[src/rtl/sdram_refresh_sched.sv]
module sdram_refresh_sched #(
  parameter int CNT_W    = 16,
  parameter int GAP_W    = 4,
  parameter int PEND_MAX = 2
) (
  input  logic             clk,
  input  logic             rst_n,
  input  logic [CNT_W-1:0] interval,
  input  logic             ref_enable,
  input  logic             xfer_busy,
  input  logic             self_ref,
  input  logic [GAP_W-1:0] gap_cycles,
  input  logic             seq_grant,
  input  logic             seq_done,
  output logic             ref_req,
  output logic             ref_active
);

  localparam int PEND_W = $clog2(PEND_MAX + 1);

  typedef enum logic [1:0] {S_IDLE, S_REQ, S_RUN, S_RECOV} st_t;

  st_t              st;
  logic [CNT_W-1:0] cnt;
  logic [PEND_W-1:0] pend;
  logic [GAP_W-1:0] rcnt;

  wire timer_run = ref_enable && (interval != '0);
  wire expire    = timer_run && (cnt == interval - CNT_W'(1));
  wire take      = (st == S_RUN) && seq_done;
  wire can_ask   = (pend != '0) && !xfer_busy && !self_ref;

  always_ff @(posedge clk) begin
    if (!rst_n || !timer_run) cnt <= '0;
    else if (expire)          cnt <= '0;
    else                      cnt <= cnt + CNT_W'(1);
  end

  always_ff @(posedge clk) begin
    if (!rst_n) pend <= '0;
    else begin
      case ({expire, take})
        2'b10: if (pend != PEND_W'(PEND_MAX)) pend <= pend + PEND_W'(1);
        2'b01: pend <= pend - PEND_W'(1);
        default: pend <= pend;
      endcase
    end
  end

  always_ff @(posedge clk) begin
    if (!rst_n) begin
      st   <= S_IDLE;
      rcnt <= '0;
    end else begin
      case (st)
        S_IDLE:  if (can_ask) st <= S_REQ;
        S_REQ:   if (seq_grant) st <= S_RUN;
        S_RUN:
          if (seq_done) begin
            if (gap_cycles != '0) begin
              st   <= S_RECOV;
              rcnt <= gap_cycles;
            end else st <= S_IDLE;
          end
        S_RECOV:
          if (rcnt <= GAP_W'(1)) st <= S_IDLE;
          else rcnt <= rcnt - GAP_W'(1);
        default: st <= S_IDLE;
      endcase
    end
  end

  assign ref_req    = (st == S_REQ) || (st == S_RUN);
  assign ref_active = (st == S_RUN) || (st == S_RECOV);

  AST_REQ_WHEN_FREE: assert property (@(posedge clk) disable iff (!rst_n)
    $rose(ref_req) |-> !$past(xfer_busy) && !$past(self_ref));
  AST_PEND_BOUND: assert property (@(posedge clk) disable iff (!rst_n)
    pend <= PEND_W'(PEND_MAX));
  AST_REQ_HELD: assert property (@(posedge clk) disable iff (!rst_n)
    ref_req && !seq_done |=> ref_req);
  AST_ACTIVE_ON_GRANT: assert property (@(posedge clk) disable iff (!rst_n)
    $rose(ref_active) |-> $past(seq_grant));
  AST_DISABLE_CLEARS: assert property (@(posedge clk) disable iff (!rst_n)
    !ref_enable |=> cnt == '0);
  AST_ZERO_INTERVAL: assert property (@(posedge clk) disable iff (!rst_n)
    interval == '0 |=> cnt == '0);

endmodule

[config.mk]
export PLATFORM = sky130hd
export DESIGN_NAME = sdram_refresh_sched
export DESIGN_NICKNAME = d
export VERILOG_FILES = /design/src/rtl/sdram_refresh_sched.sv
export SDC_FILE = /design/constraint.sdc
export NUM_CORES = 1
export LEC_CHECK = 0
export BUFFER_PORTS_ARGS = -buffer_cell sky130_fd_sc_hd__buf_2
export CORE_ASPECT_RATIO = 0.75
export CORE_MARGIN = 2
export CORE_UTILIZATION = 50
export CTS_CLUSTER_SIZE = 20
export DETAILED_ROUTE_END_ITERATION = 7
export GPL_TIMING_DRIVEN = 0
export PLACE_DENSITY = 0.81
export SLEW_MARGIN = 20
export SYNTH_ARGS = -nofsm -noshare
export SYNTH_HDL_FRONTEND = slang
export SYNTH_SLANG_ARGS = --single-unit
[constraint.sdc]
create_clock -name clk -period 3 [get_ports clk]
set_input_delay 0.6 -clock clk [delete_from_list [all_inputs] [get_ports clk]]
set_output_delay 0.6 -clock clk [all_outputs]
set_load 0.02 [all_outputs]
==> results of run 1 <==
[how the worst max path moves through the flow]
stage / startpoint / endpoint / slack [ns] / cells past startpoint
floorplan: interval[3] / pend[0] / -0.01 / 9
global placement: interval[3] / cnt[12] / -0.28 / 11
detailed placement: interval[3] / cnt[14] / -0.28 / 11
CTS: interval[3] / pend[0] / 0.003 / 10
global route: interval[3] / pend[0] / -0.10 / 10
finish: interval[3] / pend[0] / -0.02 / 10
[layout by cell type, fill, tap and decap left out, types with 8 or more instances in the layout]
cell type and instances:
ha_1 8, xor2_1 17, nand2_1 16, nor2_1 43, xnor2_1 15, nor3_1 8
nand3_1 15, buf_2 28, inv_1 13, dfxtp_1 24, o21ai_0 9
[worst reg2reg max path: stages (launching register included)]
cell and delay, ns:
dfxtp_1 0.31, clkbuf_1 0.32, nor2b_1 0.10, o311ai_0 0.38
o21ai_0 0.22, nor4_4 0.34, nand4_4 0.18, nor4b_1 0.19
or3_1 0.36
[cell type report]
type	count	area (µm²)
inverter	13	48.8
buffer	6	27.5
fill	342	1480
timing repair buffer	27	135
clock inverter	1	30.0
sequential	24	480
tap	52	65.1
clock buffer	3	41.3
multi-input combinational	196	1330
[logic make-up (layout without fill, tap and decap cells)]
family	count (synthesis)	in the layout	share of synthesized area (%)
AND/OR/NAND/NOR	119	119	34.3
AO/OA/AOI/OAI	32	32	12.2
XOR/XNOR	32	32	14.9
flip-flops	24	24	25.5
buffers and inverters	20	50	4.19
adder cells (fa/ha/maj)	9	9	5.99
multiplexers	4	4	2.79
[registers in the layout, summed over array words and instances (netlist names)]
signal  cells
cnt        16
pend        2
rcnt        4
st          2
[power by group]
group | internal (W) | switching (W) | leakage (nW)
sequential | 0.000330 | 0.0000104 | 0.194
clock | 0.000178 | 0.000105 | 0.0357
combinational | 0.0000676 | 0.000108 | 0.580
[per-layer routing]
layer	GRT usage, %	vias to the layer above
li1	-	901
met1	30.3	777
met4	5.61	0
met2	29.8	42
met5	0	-
met3	2.65	4
[through the flow]
stage	power (W)	cell area (µm²)	setup slack, ns
after detailed placement	0.000522	2080	-0.284
after global routing	0.000844	2160	-0.102
after CTS	0.000806	2160	0.00306
after global placement	0.000514	2080	-0.280
final	0.000799	2160	-0.0181
after floorplan	0.000463	1880	-0.0127
==> impl_metrics.toml, run 1 <==
[run_status]
status = "finished, violations left"
failed_checks = "setup timing"

[pwr]
total_leakage_power_nw = 0.809
irDropWorstVdd_mv = 0.258
powerDensity_nw_per_um2 = 370

[synth]
synth_area_um2 = 1880
syn-num-nets = 276
synthFlopType = "dfxtp_1"
netlist_top_cells_area = "dfxtp_1 26%, nor2_1 8.6%, xor2_1 7.9%, xnor2_1 7.0%, ha_1 6.0%"
syn_avg_cell_area_um2 = 7.84
netlist_instances = 240
yosys_warnings = 0
synth_edf_count = 0
synth_commonest_cells = "43 x nor2_1, 24 x dfxtp_1, 17 x xor2_1"
ys_ff_latch = 24
synth_cell_types = 48
async_flop_share_pct = 0
seq_area_frac_synth_pct = 25.5
synth_most_common_cell = "nor2_1"
yosysTopAreaCell = "dfxtp_1"
synth_top_area_share_pct = 25.5

[clock_network]
cts_tree = "built"
clk_pin_slew_ns = 0.09
cts_setup_buffers = 0
cts_buffer_depth = 2
cts_buffers = 3
clk_latency_ns = 0.27
cts-root-buf = "clkbuf_8"
hold_buffers = 0
htree_levels = 1
numClockSinks = 24
post_cts_resized = 2

[job]
cap_violations = 0

[setup_path]
max_stage_delay_ns = 0.52
criticalPathCategory = "in2reg"
critPathCaptureType = "flop"
critPathLaunchType = "input port"
path_max_fanout = 7
path_buf_inv = 2
worst-r2r-cell-count = 8
r2r_end = "pend[0]"
worstPathCellList = "buf_2 -> or4_1 -> buf_4 -> or3_4 -> o311ai_4 -> o211ai_2 -> nor4_4 -> nand4_4 -> nor4b_1 -> or3_1"
rr_startpoint = "cnt[2]"
cp_data_required_time_ns = 3.16
cp_data_arrival_time_ns = 3.17
critPathTopFamily = "simple AND/OR/NAND/NOR gates"
cp_slowest_cell = "or4_1"
r2r_setup_slack_ns = 0.49

[finish]
final_util_pct = 59.4
fin_cells = 322
syn2layout_area_growth_pct = 15.0
drive_above_1_share_pct = 17.0
diodes = 0
fin_nets = 307

[drt]
post_drt_wl_per_cell_um = 12.4
totalWireLength_mm = 3.99
dr.pass1.iters = 4
viasPerCell = 5.35
wl_met1_mm = 2.02
drt_iter0_drc = 68
met3_length_um = 221
met2_wirelength_mm = 1.72
num_vias = 1724
route.detailed.drc = 0
ant_nets = 0
top_layer = "met4"

[timing]
rsz0062_at_grt = "true"
fin_crit_sh_pct = 101
holdWs_ns = 0.487
setup_viol = 1
hold_violations = 0
fin_crit_ns = 3.02
drv_slew = 0
setup_ws_ns = -0.0181
slew_headroom_pct = 67.4
worstMarginPinSlew_ns = 0.485
timing.fmax_ghz = 0.331
fin_skew_ns = 0.00820
finalSetupTns_ns = -0.0181

[place]
hpwl_mm = 3.19
port_buffers = 27
dp_cells = 319
gp_congestion = 0.874

[die]
dieHeight_um = 57.1
core_area_um2 = 3640
rows = 19
io_pins = 29
die_area_um2 = 4270
initial_core_util_pct = 51.7
die_w_um = 74.8

[hold_path]
min-delay-start = "rcnt[1]"
hold_class = "reg2reg"
hold-path-endpoint = "rcnt[1]"
holdPathStages = 2

[global_route]
track_usage_pct = 20.0
grt_pass1_wl_mm = 6.71
overflow = 0
antenna_found_initial = 0
grt_max_degree = 17
grt_pass1_vias = 1536
Note: power is estimated with default switching activity, not from simulation.
==> run 2: changes to the inputs <==
--- a/config.mk
+++ b/config.mk
@@ -5,14 +5,14 @@
 export SDC_FILE = /design/constraint.sdc
 export NUM_CORES = 1
 export LEC_CHECK = 0
-export BUFFER_PORTS_ARGS = -buffer_cell sky130_fd_sc_hd__buf_2
 export CORE_ASPECT_RATIO = 0.75
 export CORE_MARGIN = 2
 export CORE_UTILIZATION = 50
 export CTS_CLUSTER_SIZE = 20
 export DETAILED_ROUTE_END_ITERATION = 7
+export DONT_BUFFER_PORTS = 1
 export GPL_TIMING_DRIVEN = 0
-export PLACE_DENSITY = 0.81
+export PLACE_DENSITY = 0.75
 export SLEW_MARGIN = 20
 export SYNTH_ARGS = -nofsm -noshare
 export SYNTH_HDL_FRONTEND = slang
==> run 2 against run 1 <==
Against the previous run:
- the run now ends clean
- flip-flop and latch count unchanged
- combinational power decreased by 20%
- global-route usage decreased by 1.2 points
- first-iteration DRC count increased by 25%
- routed wire length decreased by 6.7%
- clock power decreased by 34%
- cell count decreased by 8.4%
- core utilization decreased by 4.7 points
- power decreased by 16%
- critical endpoint unchanged
- largest cell class unchanged
==> impl_metrics.toml, run 2 (synthesized netlist as in run 1, its figures left out) <==
[setup_path]
cp_data_arrival_time_ns = 3.04
endpoint = "pend[0]"
worst-r2r-cell-count = 8
critPathCaptureType = "flop"
critPathLaunch = "interval[3]"
rr_startpoint = "cnt[2]"
critPathLaunchType = "input port"
cp_data_required_time_ns = 3.15
r2r_end = "pend[0]"
path_max_fanout = 7
r2r_setup_slack_ns = 0.48
criticalPathCategory = "in2reg"

[die]
rows = 19
io_pins = 29
die_w_um = 74.8
initial_core_util_pct = 51.7
core_area_um2 = 3640
dieHeight_um = 57.1
die_area_um2 = 4270

[clock_network]
numClockSinks = 24
post_cts_resized = 0
cts_buffer_depth = 2
cts_buffers = 3
cts_setup_buffers = 0
cts-root-buf = "clkbuf_8"
hold_buffers = 0
clk_latency_ns = 0.26
htree_levels = 1
cts_tree = "built"
clk_pin_slew_ns = 0.08

[finish]
regArea_um2 = 480
layout_commonest_cell = "nor2_1"
largest_reg_flops = 16
syn2layout_area_growth_pct = 5.79
regMostFlops = "cnt"
drive_above_1_share_pct = 7.41
multi_input_area_um2 = 1320
nFillCells = 338
reg_top3 = "cnt (16), rcnt (4)"
fin_nets = 281
layout_common_cells = "43 x nor2_1, 24 x dfxtp_1, 17 x xor2_1"
fin_cells = 295
diodes = 0

[timing]
fin_skew_ns = 0.00114
setup_viol = 0
slew_headroom_pct = 70.3
setup_ws_ns = 0.111
fin_crit_sh_pct = 96.3
fin_crit_ns = 2.89
holdWs_ns = 0.482
rsz0062_at_grt = "true"
drv_slew = 0
hold_violations = 0
timing.fmax_ghz = 0.346
worstMarginPinSlew_ns = 0.442

[drt]
totalWireLength_mm = 3.72
dr.pass1.iters = 5
drt_iter0_drc = 85
route.detailed.drc = 0
post_drt_wl_per_cell_um = 12.6
top_layer = "met4"
met3_length_um = 197
num_vias = 1636
viasPerCell = 5.55
met2_wirelength_mm = 1.52
wl_met1_mm = 1.97
ant_nets = 0

[job]
cap_violations = 0

[run_status]
status = "complete, no violations"

[place]
hpwl_mm = 3.00
port_buffers = 0
gp_congestion = 0.815
dpl_worst_slack_ns = -0.179
dp_cells = 292

[global_route]
grt_max_degree = 13
overflow = 0
track_usage_pct = 18.9
grt_pass1_wl_mm = 6.34
grt_pass1_vias = 1456
antenna_found_initial = 0

[pwr]
powerDensity_nw_per_um2 = 336
irDropWorstVdd_mv = 0.246
total_leakage_power_nw = 0.689

[hold_path]
hold_class = "reg2reg"
run 2: cell types whose count changed in the layout (fill, tap and decap cells not counted):
cell / delta
o311ai_2: +1
bufinv_16: -1
ha_1: +1
o21ai_1: +1
o21ai_0: -1
clkbuf_4: +1
buf_4: -1
ha_2: -1
o311ai_4: -1
buf_2: -26
run 2: worst max-delay path: stages:
cell	delay (ns)
or4_1	0.50
buf_2	0.18
or3_4	0.38
o311ai_2	0.28
o211ai_2	0.15
nor4_4	0.22
nand4_4	0.20
nor4b_1	0.19
or3_1	0.34
run 2: stage by stage:
| step | total power (W) | area (µm²) | util [%] | setup TNS (ns) |
|---|---|---|---|---|
| final | 0.000668 | 1990 | 54.7 | 0 |
| after CTS | 0.000671 | 1990 | 54.6 | 0 |
| after global placement | 0.000484 | 1950 | 53.5 | -1.65 |
| after global routing | 0.000713 | 1990 | 54.7 | -0.0192 |
| after floorplan | 0.000463 | 1880 | - | -0.0127 |
| after detailed placement | 0.000487 | 1950 | 53.5 | -1.89 |
run 2: layer usage:
metal	up-vias	track usage [%]
met5	-	0
met4	0	6.12
met3	3	2.65
met2	48	26.4
met1	732	29.5
li1	853	-
run 2: power by group:
group / leakage, nW / internal (W) / switching, W
sequential: 0.194 / 0.000330 / 0.0000120
clock: 0.0216 / 0.0000898 / 0.0000965
combinational: 0.474 / 0.0000545 / 0.0000851
run 2: area by class of cell:
class	count	share of cell area (%)
tap	52	3.27
clock buffer	3	2.08
buffer	7	1.64
sequential	24	24.2
multi-input combinational	196	66.4
inverter	13	2.45
run 2: worst min path at each step:
stage	endpoint	depth (start not counted)	from	slack, ns
after global routing	rcnt[1]	2	rcnt[1]	0.53
after global placement	rcnt[1]	2	rcnt[1]	0.46
after CTS	rcnt[1]	2	rcnt[1]	0.48
after floorplan	rcnt[1]	2	rcnt[1]	0.45
final	rcnt[1]	2	rcnt[1]	0.48
after detailed placement	rcnt[1]	2	rcnt[1]	0.47
